[config.mk]
export PLATFORM = sky130hd
export DESIGN_NAME = mcc_fsm
export DESIGN_NICKNAME = d
export VERILOG_FILES = /design/src/rtl/mcc_pkg.sv /design/src/rtl/mcc_opdec.sv /design/src/rtl/mcc_next_state.sv /design/src/rtl/mcc_ctrl_rom.sv /design/src/rtl/mcc_fsm.sv
export SDC_FILE = /design/constraint.sdc
export NUM_CORES = 1
export LEC_CHECK = 0
export ABC_AREA = 1
export BUFFER_PORTS_ARGS = -buffer_cell sky130_fd_sc_hd__buf_2
export CAP_MARGIN = 20
export CORE_MARGIN = 1
export CORE_UTILIZATION = 30
export DETAILED_ROUTE_END_ITERATION = 16
export GPL_TIMING_DRIVEN = 0
export PLACE_DENSITY_LB_ADDON = 0.2
export SETUP_SLACK_MARGIN = 0.4
export SLEW_MARGIN = 10
export SYNTH_ARGS = -nofsm -noshare
export SYNTH_HDL_FRONTEND = slang
export SYNTH_HIERARCHICAL = 1
export SYNTH_SLANG_ARGS = --single-unit
[constraint.sdc]
create_clock -name clk -period 1.4 [get_ports clk]
set_input_delay 0.14 -clock clk [delete_from_list [all_inputs] [get_ports clk]]
set_output_delay 0.14 -clock clk [all_outputs]
set_load 0.1 [all_outputs]
[src/rtl/mcc_pkg.sv]
package mcc_pkg;

    localparam int OPC_W   = 6;
    localparam int STATE_W = 4;

    localparam logic [OPC_W-1:0] OPC_RTYPE = 6'b000000;
    localparam logic [OPC_W-1:0] OPC_ORI   = 6'b001101;
    localparam logic [OPC_W-1:0] OPC_LW    = 6'b100011;
    localparam logic [OPC_W-1:0] OPC_SW    = 6'b101011;
    localparam logic [OPC_W-1:0] OPC_BEQ   = 6'b000100;

    typedef enum logic [STATE_W-1:0] {
        ST_FETCH   = 4'b0000,
        ST_DECODE  = 4'b0001,
        ST_BR_CMP  = 4'b0010,
        ST_BR_TAKE = 4'b0011,
        ST_R_EXE   = 4'b0100,
        ST_R_WB    = 4'b0101,
        ST_ORI_EXE = 4'b0110,
        ST_ORI_WB  = 4'b0111,
        ST_LW_ADR  = 4'b1000,
        ST_LW_MEM  = 4'b1001,
        ST_LW_WB   = 4'b1010,
        ST_SW_ADR  = 4'b1011,
        ST_SW_MEM  = 4'b1100
    } state_e;

    typedef enum logic [1:0] {
        ALU_ADD  = 2'b00,
        ALU_SUB  = 2'b01,
        ALU_FUNC = 2'b10,
        ALU_OR   = 2'b11
    } aluop_e;

    typedef enum logic [1:0] {
        SELB_FOUR = 2'b00,
        SELB_REGB = 2'b01,
        SELB_SHIM = 2'b10,
        SELB_IMM  = 2'b11
    } selb_e;

    typedef enum logic [2:0] {
        CLS_R   = 3'd0,
        CLS_ORI = 3'd1,
        CLS_LW  = 3'd2,
        CLS_SW  = 3'd3,
        CLS_BEQ = 3'd4,
        CLS_BAD = 3'd5
    } iclass_e;

    typedef struct packed {
        logic   pc_wr;
        logic   pc_wr_cond;
        logic   pc_src;
        logic   ir_wr;
        logic   iord;
        logic   mem_wr;
        logic   reg_wr;
        logic   reg_dst;
        logic   mem_to_reg;
        logic   alu_sel_a;
        selb_e  alu_sel_b;
        aluop_e alu_op;
        logic   ext_sign;
    } ctrl_t;

    typedef struct packed {
        state_e state;
        ctrl_t  ctrl;
    } fsm_t;

endpackage

[src/rtl/mcc_opdec.sv]
module mcc_opdec
    import mcc_pkg::*;
(
    input  logic [OPC_W-1:0] opcode,
    output iclass_e          iclass
);
    always_comb begin
        unique case (opcode)
            OPC_RTYPE: iclass = CLS_R;
            OPC_ORI:   iclass = CLS_ORI;
            OPC_LW:    iclass = CLS_LW;
            OPC_SW:    iclass = CLS_SW;
            OPC_BEQ:   iclass = CLS_BEQ;
            default:   iclass = CLS_BAD;
        endcase
    end
endmodule

[src/rtl/mcc_next_state.sv]
module mcc_next_state
    import mcc_pkg::*;
(
    input  state_e  cur,
    input  iclass_e iclass,
    input  logic    zero,
    output state_e  nxt
);
    state_e dispatch;

    always_comb begin
        unique case (iclass)
            CLS_R:   dispatch = ST_R_EXE;
            CLS_ORI: dispatch = ST_ORI_EXE;
            CLS_LW:  dispatch = ST_LW_ADR;
            CLS_SW:  dispatch = ST_SW_ADR;
            CLS_BEQ: dispatch = ST_BR_CMP;
            default: dispatch = ST_FETCH;
        endcase
    end

    always_comb begin
        nxt = ST_FETCH;
        case (cur)
            ST_FETCH:   nxt = ST_DECODE;
            ST_DECODE:  nxt = dispatch;
            ST_BR_CMP:  nxt = zero ? ST_BR_TAKE : ST_FETCH;
            ST_BR_TAKE: nxt = ST_FETCH;
            ST_R_EXE:   nxt = ST_R_WB;
            ST_R_WB:    nxt = ST_FETCH;
            ST_ORI_EXE: nxt = ST_ORI_WB;
            ST_ORI_WB:  nxt = ST_FETCH;
            ST_LW_ADR:  nxt = ST_LW_MEM;
            ST_LW_MEM:  nxt = ST_LW_WB;
            ST_LW_WB:   nxt = ST_FETCH;
            ST_SW_ADR:  nxt = ST_SW_MEM;
            ST_SW_MEM:  nxt = ST_FETCH;
            default:    nxt = ST_FETCH;
        endcase
    end
endmodule

[src/rtl/mcc_ctrl_rom.sv]
module mcc_ctrl_rom
    import mcc_pkg::*;
(
    input  state_e st,
    output ctrl_t  ctrl
);
    always_comb begin
        ctrl = '0;
        case (st)
            ST_FETCH: begin
                ctrl.pc_wr     = 1'b1;
                ctrl.ir_wr     = 1'b1;
                ctrl.alu_sel_b = SELB_FOUR;
                ctrl.alu_op    = ALU_ADD;
            end
            ST_BR_CMP: begin
                ctrl.alu_sel_a = 1'b1;
                ctrl.alu_sel_b = SELB_REGB;
                ctrl.alu_op    = ALU_SUB;
            end
            ST_BR_TAKE: begin
                ctrl.pc_wr_cond = 1'b1;
                ctrl.pc_src     = 1'b1;
                ctrl.alu_sel_b  = SELB_SHIM;
                ctrl.alu_op     = ALU_ADD;
                ctrl.ext_sign   = 1'b1;
            end
            ST_R_EXE: begin
                ctrl.alu_sel_a = 1'b1;
                ctrl.alu_sel_b = SELB_REGB;
                ctrl.alu_op    = ALU_FUNC;
            end
            ST_R_WB: begin
                ctrl.reg_wr  = 1'b1;
                ctrl.reg_dst = 1'b1;
            end
            ST_ORI_EXE: begin
                ctrl.alu_sel_a = 1'b1;
                ctrl.alu_sel_b = SELB_IMM;
                ctrl.alu_op    = ALU_OR;
            end
            ST_ORI_WB: begin
                ctrl.reg_wr = 1'b1;
            end
            ST_LW_ADR, ST_SW_ADR: begin
                ctrl.alu_sel_a = 1'b1;
                ctrl.alu_sel_b = SELB_IMM;
                ctrl.alu_op    = ALU_ADD;
                ctrl.ext_sign  = 1'b1;
            end
            ST_LW_MEM: begin
                ctrl.iord = 1'b1;
            end
            ST_LW_WB: begin
                ctrl.reg_wr     = 1'b1;
                ctrl.mem_to_reg = 1'b1;
            end
            ST_SW_MEM: begin
                ctrl.iord   = 1'b1;
                ctrl.mem_wr = 1'b1;
            end
            default: ctrl = '0;
        endcase
    end
endmodule

[src/rtl/mcc_fsm.sv]
module mcc_fsm
    import mcc_pkg::*;
(
    input  logic             clk,
    input  logic             rst,
    input  logic [OPC_W-1:0] opcode,
    input  logic             zero,
    output logic             pc_wr,
    output logic             pc_wr_cond,
    output logic             pc_src,
    output logic             ir_wr,
    output logic             iord,
    output logic             mem_wr,
    output logic             reg_wr,
    output logic             reg_dst,
    output logic             mem_to_reg,
    output logic             alu_sel_a,
    output logic [1:0]       alu_sel_b,
    output logic [1:0]       alu_op,
    output logic             ext_sign
);
    fsm_t    fsm_d, fsm_q;
    iclass_e iclass;
    state_e  state_nxt;
    ctrl_t   ctrl_nxt;
    ctrl_t   ctrl_rst;

    mcc_opdec u_opdec (
        .opcode (opcode),
        .iclass (iclass)
    );

    mcc_next_state u_next (
        .cur    (fsm_q.state),
        .iclass (iclass),
        .zero   (zero),
        .nxt    (state_nxt)
    );

    mcc_ctrl_rom u_rom_next (
        .st   (state_nxt),
        .ctrl (ctrl_nxt)
    );

    mcc_ctrl_rom u_rom_rst (
        .st   (ST_FETCH),
        .ctrl (ctrl_rst)
    );

    always_comb begin
        fsm_d       = fsm_q;
        fsm_d.state = state_nxt;
        fsm_d.ctrl  = ctrl_nxt;
        if (rst) begin
            fsm_d.state = ST_FETCH;
            fsm_d.ctrl  = ctrl_rst;
        end
    end

    always_ff @(posedge clk) begin
        fsm_q <= fsm_d;
    end

    assign pc_wr      = fsm_q.ctrl.pc_wr;
    assign pc_wr_cond = fsm_q.ctrl.pc_wr_cond;
    assign pc_src     = fsm_q.ctrl.pc_src;
    assign ir_wr      = fsm_q.ctrl.ir_wr;
    assign iord       = fsm_q.ctrl.iord;
    assign mem_wr     = fsm_q.ctrl.mem_wr;
    assign reg_wr     = fsm_q.ctrl.reg_wr;
    assign reg_dst    = fsm_q.ctrl.reg_dst;
    assign mem_to_reg = fsm_q.ctrl.mem_to_reg;
    assign alu_sel_a  = fsm_q.ctrl.alu_sel_a;
    assign alu_sel_b  = fsm_q.ctrl.alu_sel_b;
    assign alu_op     = fsm_q.ctrl.alu_op;
    assign ext_sign   = fsm_q.ctrl.ext_sign;
endmodule

Word-level counts from Yosys, hierarchy flattened --
Index checks and enable logic that the tools add are counted.
Word-level totals: output and inout bits 15, bits of input ports 9, flip-flop bits (word level) 18, logic and storage cells 62
Cells by class: reductions and logical operators 9, equal/unequal tests 26, multiplexer cells 14
Operators by type and width (count):
- 4-bit one-hot mux with 5 select lines | 2
- 4-bit equality test (second input constant) | 8
- 4-bit one-hot mux with 8 select lines | 1
- 4-bit by 3-bit equality test with 1-bit output (second input constant) | 6
- 3-bit one-hot mux with 5 select lines | 1
- 4-bit by 2-bit equality test with 1-bit output (second input constant) | 3
- 6-bit equality test (second input constant) | 2
- 4-bit logical NOT | 2
- 1-bit 2-to-1 mux | 8
- 3-bit by 2-bit equality test with 1-bit output (second input constant) | 2
- 6-bit by 3-bit equality test with 1-bit output (second input constant) | 1
- 6-bit by 4-bit equality test with 1-bit output (second input constant) | 1
- 6-bit logical NOT | 1
- 3-bit OR reduction | 2
- 5-bit OR reduction | 1
- 4-bit by 1-bit equality test with 1-bit output (second input constant) | 1
- 2-bit 2-to-1 mux | 2
- 2-bit OR reduction | 2
- 3-bit by 1-bit equality test with 1-bit output (second input constant) | 1
- 3-bit equality test (second input constant) | 1
- 3-bit logical NOT | 1

Longest topological paths before layout --
depth after elaboration 8, depth in mapped cells 16

Modules after synthesis --
Netlist, hierarchy kept.
Modules (own cells, without submodules):
- mcc_fsm | cells an instance 81, times used 1, area each 643.1 sq um
- mcc_ctrl_rom | cells an instance 34, times used 2, area each 166.4 sq um
- mcc_next_state | cells an instance 37, times used 1, area each 162.7 sq um
- mcc_opdec | cells an instance 20, times used 1, area each 107.6 sq um

Least setup slack after synthesis --
OpenSTA, ideal clock, no wires.
path kind input-to-reg, start input opcode[0], end register fsm_q (netlist bit pc_wr_cond), cell stages on the path 13, data required time 1288 ps, arrival time 1331 ps, slack -43 ps, cells stage by stage nor2_1 -> nand3_2 -> nand3_2 -> nand2_1 -> nor2_1 -> nand2_1 -> nand2_1 -> nor2_1 -> nand3_1 -> inv_1 -> buf_4 -> nand2_1 -> nand2_1
RTL lines:
- start: declaration | RTL line mcc_fsm.sv:6 | input logic [OPC_W-1:0] opcode,
- end signal: assignment | RTL line mcc_fsm.sv:61 | fsm_q <= fsm_d;
- end: declaration | RTL line mcc_fsm.sv:22 | fsm_t fsm_d, fsm_q;

==> results.cfg <==
[timing]
fin_crit_ps = 1380
finalSetupViolCount = 0
fin_skew_ps = 3.11
finalHoldViolations = 0
setup_tns_ps = 0
fmax_mhz = 724
rsz0062_at_grt = true
finalCritPeriodShare_pct = 98.7
worst_slack_ps = 18.2
holdWs_ps = 200
final-max-slew-violation-count = 0

[place]
placedInstanceArea_um2 = 1580
preCtsSetupSlack_ps = -242
place.gp.congestion = 0.766
hpwl_um = 1860
placement.io_buffers = 23

[synth]
ys_ff_latch = 19
synth_cell_types = 20
synthCells = 206
syn_area_um2 = 1250
synth-seq-area-share_pct = 30.5
yosysWarnings = 6
synth_area_per_cell_um2 = 6.05

[cts]
cts_made_buffers = 3
clk_latency_ps = 260
clk_pin_slew_worst_paths_ps = 70
holdBufCountCts = 0
cts.sinks = 19
cts_tree = built
cts-root-buf = clkbuf_8
cts_buffer_depth = 2
cts-htree-levels = 1

[finish]
area_delta_synth_final_pct = 57.5
fin_nets = 274
antenna_cells = 0
final_cell_area_um2 = 1960
largest_reg_flops = 4
top_register = fsm_q
drive_above_1_share_pct = 46.6

[critical_path]
critPathMaxFanout = 5
cp-startpoint = fsm_q[16]$_SDFF_PP0_
r2r-end = alu_sel_a$_DFF_P_
worstSetupPathType = flop to flop
cp_common_cell = nand2_2
critPathRequiredTime_ps = 1560
endpoint_kind = flop
crit_cells = 12
max_stage_delay_ps = 350
worstSetupEndpoint = alu_sel_a$_DFF_P_
r2r_start = fsm_q[16]$_SDFF_PP0_
crit_chain = inv_2, nand2_2, nor2_4, nand2_2, nand3_4, inv_6, nand2_8, inv_4, nand2_2, nand3_1, nand2_1, nand2_1
reg2regPathDepth = 12
worstPathArrival_ps = 1540
slowest_stage = dfxtp_4
worst-path-buf-inv = 3
critical_path.top_delay_family = simple AND/OR/NAND/NOR gates
rrSetupSlack_ps = 20
cp-start-kind = flop

[global_route]
gr-total-overflow = 0
grt_pass1_vias = 1022
grt_max_degree = 11
grt_use_total_pct = 12.2
grt_pass1_wl_um = 4080
antenna_found_initial = 0

[floorplanning]
core_um2 = 4000
fp.dieH_um = 66.5
initial_core_util_pct = 31.2
dieArea_um2 = 4420
num_io_pins = 24
die_width_um = 66.5
rows = 23

[hold_path]
hp-class = input pin to flop

[detailed_routing]
ant_nets = 0
routed_via_density = 4.04
drt_iter0_markers = 12
drc = 0
vias = 1268
dr.pass1.iters = 4
wl_per_cell_um = 8.32
totalWireLength_um = 2610

[power]
vdd_ir_drop_max_uv = 482
powerDensity_nw_per_um2 = 740
power_mw = 1.45
power.leakage_nw = 1.06

[run]
maxCapViolations = 0

[run_status]
status = completed
[stage by stage]
stage,util [%],instances
finish,49.1,314
global route,49.1,314
CTS,45.1,306
detailed placement,39.5,297
global placement,39.5,297
floorplan,-,224
[worst min path at each step]
stage,start,depth (start not counted),slack (ps),to
final,rst,4,200,pc_wr_cond$_DFF_P_
after global routing,rst,4,220,pc_wr_cond$_DFF_P_
after CTS,rst,4,200,ext_sign$_DFF_P_
after detailed placement,rst,4,480,ext_sign$_DFF_P_
after global placement,rst,4,480,ext_sign$_DFF_P_
after floorplan,rst,3,340,ext_sign$_DFF_P_
[per-layer routing]
layer | GRT usage (%) | up-vias | part of all wire, %
li1 | - | 714 | -
met3 | 2.23 | 5 | 4.4
met1 | 15.9 | 522 | 50
met4 | 5.59 | 0 | 1.8
met5 | 0 | - | 0
met2 | 19.4 | 27 | 44
[cells in the final DEF (no fill, tap or decap), drive strengths merged]
cell type  instances
clkbuf             4
nand2             83
nor3               2
nor2              27
nand3             18
conb              19
nand4              4
inv               34
dfxtp             19
buf               47
nand3b             1
o22ai              2
o21ai              4
[synth_stat cells (all sizes together)]
cell type / count / area share (%)
nand3: 18 / 9.6
nor2: 27 / 9.9
buf: 11 / 6.9
o21ai: 4 / 1.6
o22ai: 2 / 1.0
nand4: 4 / 2.0
inv: 34 / 10
nand2: 83 / 26
nor3: 2 / 0.80
conb: 1 / 0.30
nand3b: 1 / 0.60
dfxtp: 19 / 31
[cells by family after synthesis]
| family | synth area share (%) |
|---|---|
| buf+inv | 17.2 |
| compound gates | 2.61 |
| simple gates | 49.4 |
| other cells | 0.301 |
| flops | 30.5 |
[worst reg2reg max path: stages, from the launching register on]
cell	delay, ps
dfxtp_4	350
inv_2	60
nand2_2	60
nor2_4	170
nand2_2	80
nand3_4	130
inv_6	70
nand2_8	90
inv_4	40
nand2_2	60
nand3_1	70
nand2_1	70
nand2_1	40
[repair_timing]
item	in CTS	in global routing
buffers inserted	5	8
cloned	0	0
setup endpoints to repair	34	29
resized for setup	46	27
pin swaps	5	15
[power breakdown]
part	switching, mW	total [mW]	leakage [nW]	internal [mW]
clock	0.181	0.384	0.0228	0.203
combinational	0.324	0.488	0.877	0.163
sequential	0.0138	0.582	0.162	0.568
total	0.519	1.45	1.06	0.934
[layout make-up]
cell class | count | area [µm²]
Fill cell | 408 | 2040
Inverter | 34 | 138
Clock buffer | 4 | 45.0
Tap cell | 50 | 62.6
Timing Repair Buffer | 36 | 349
Multi-Input combinational cell | 160 | 871
Buffer | 11 | 93.8
Sequential cell | 19 | 404
Power figures use the tool's default switching activity.
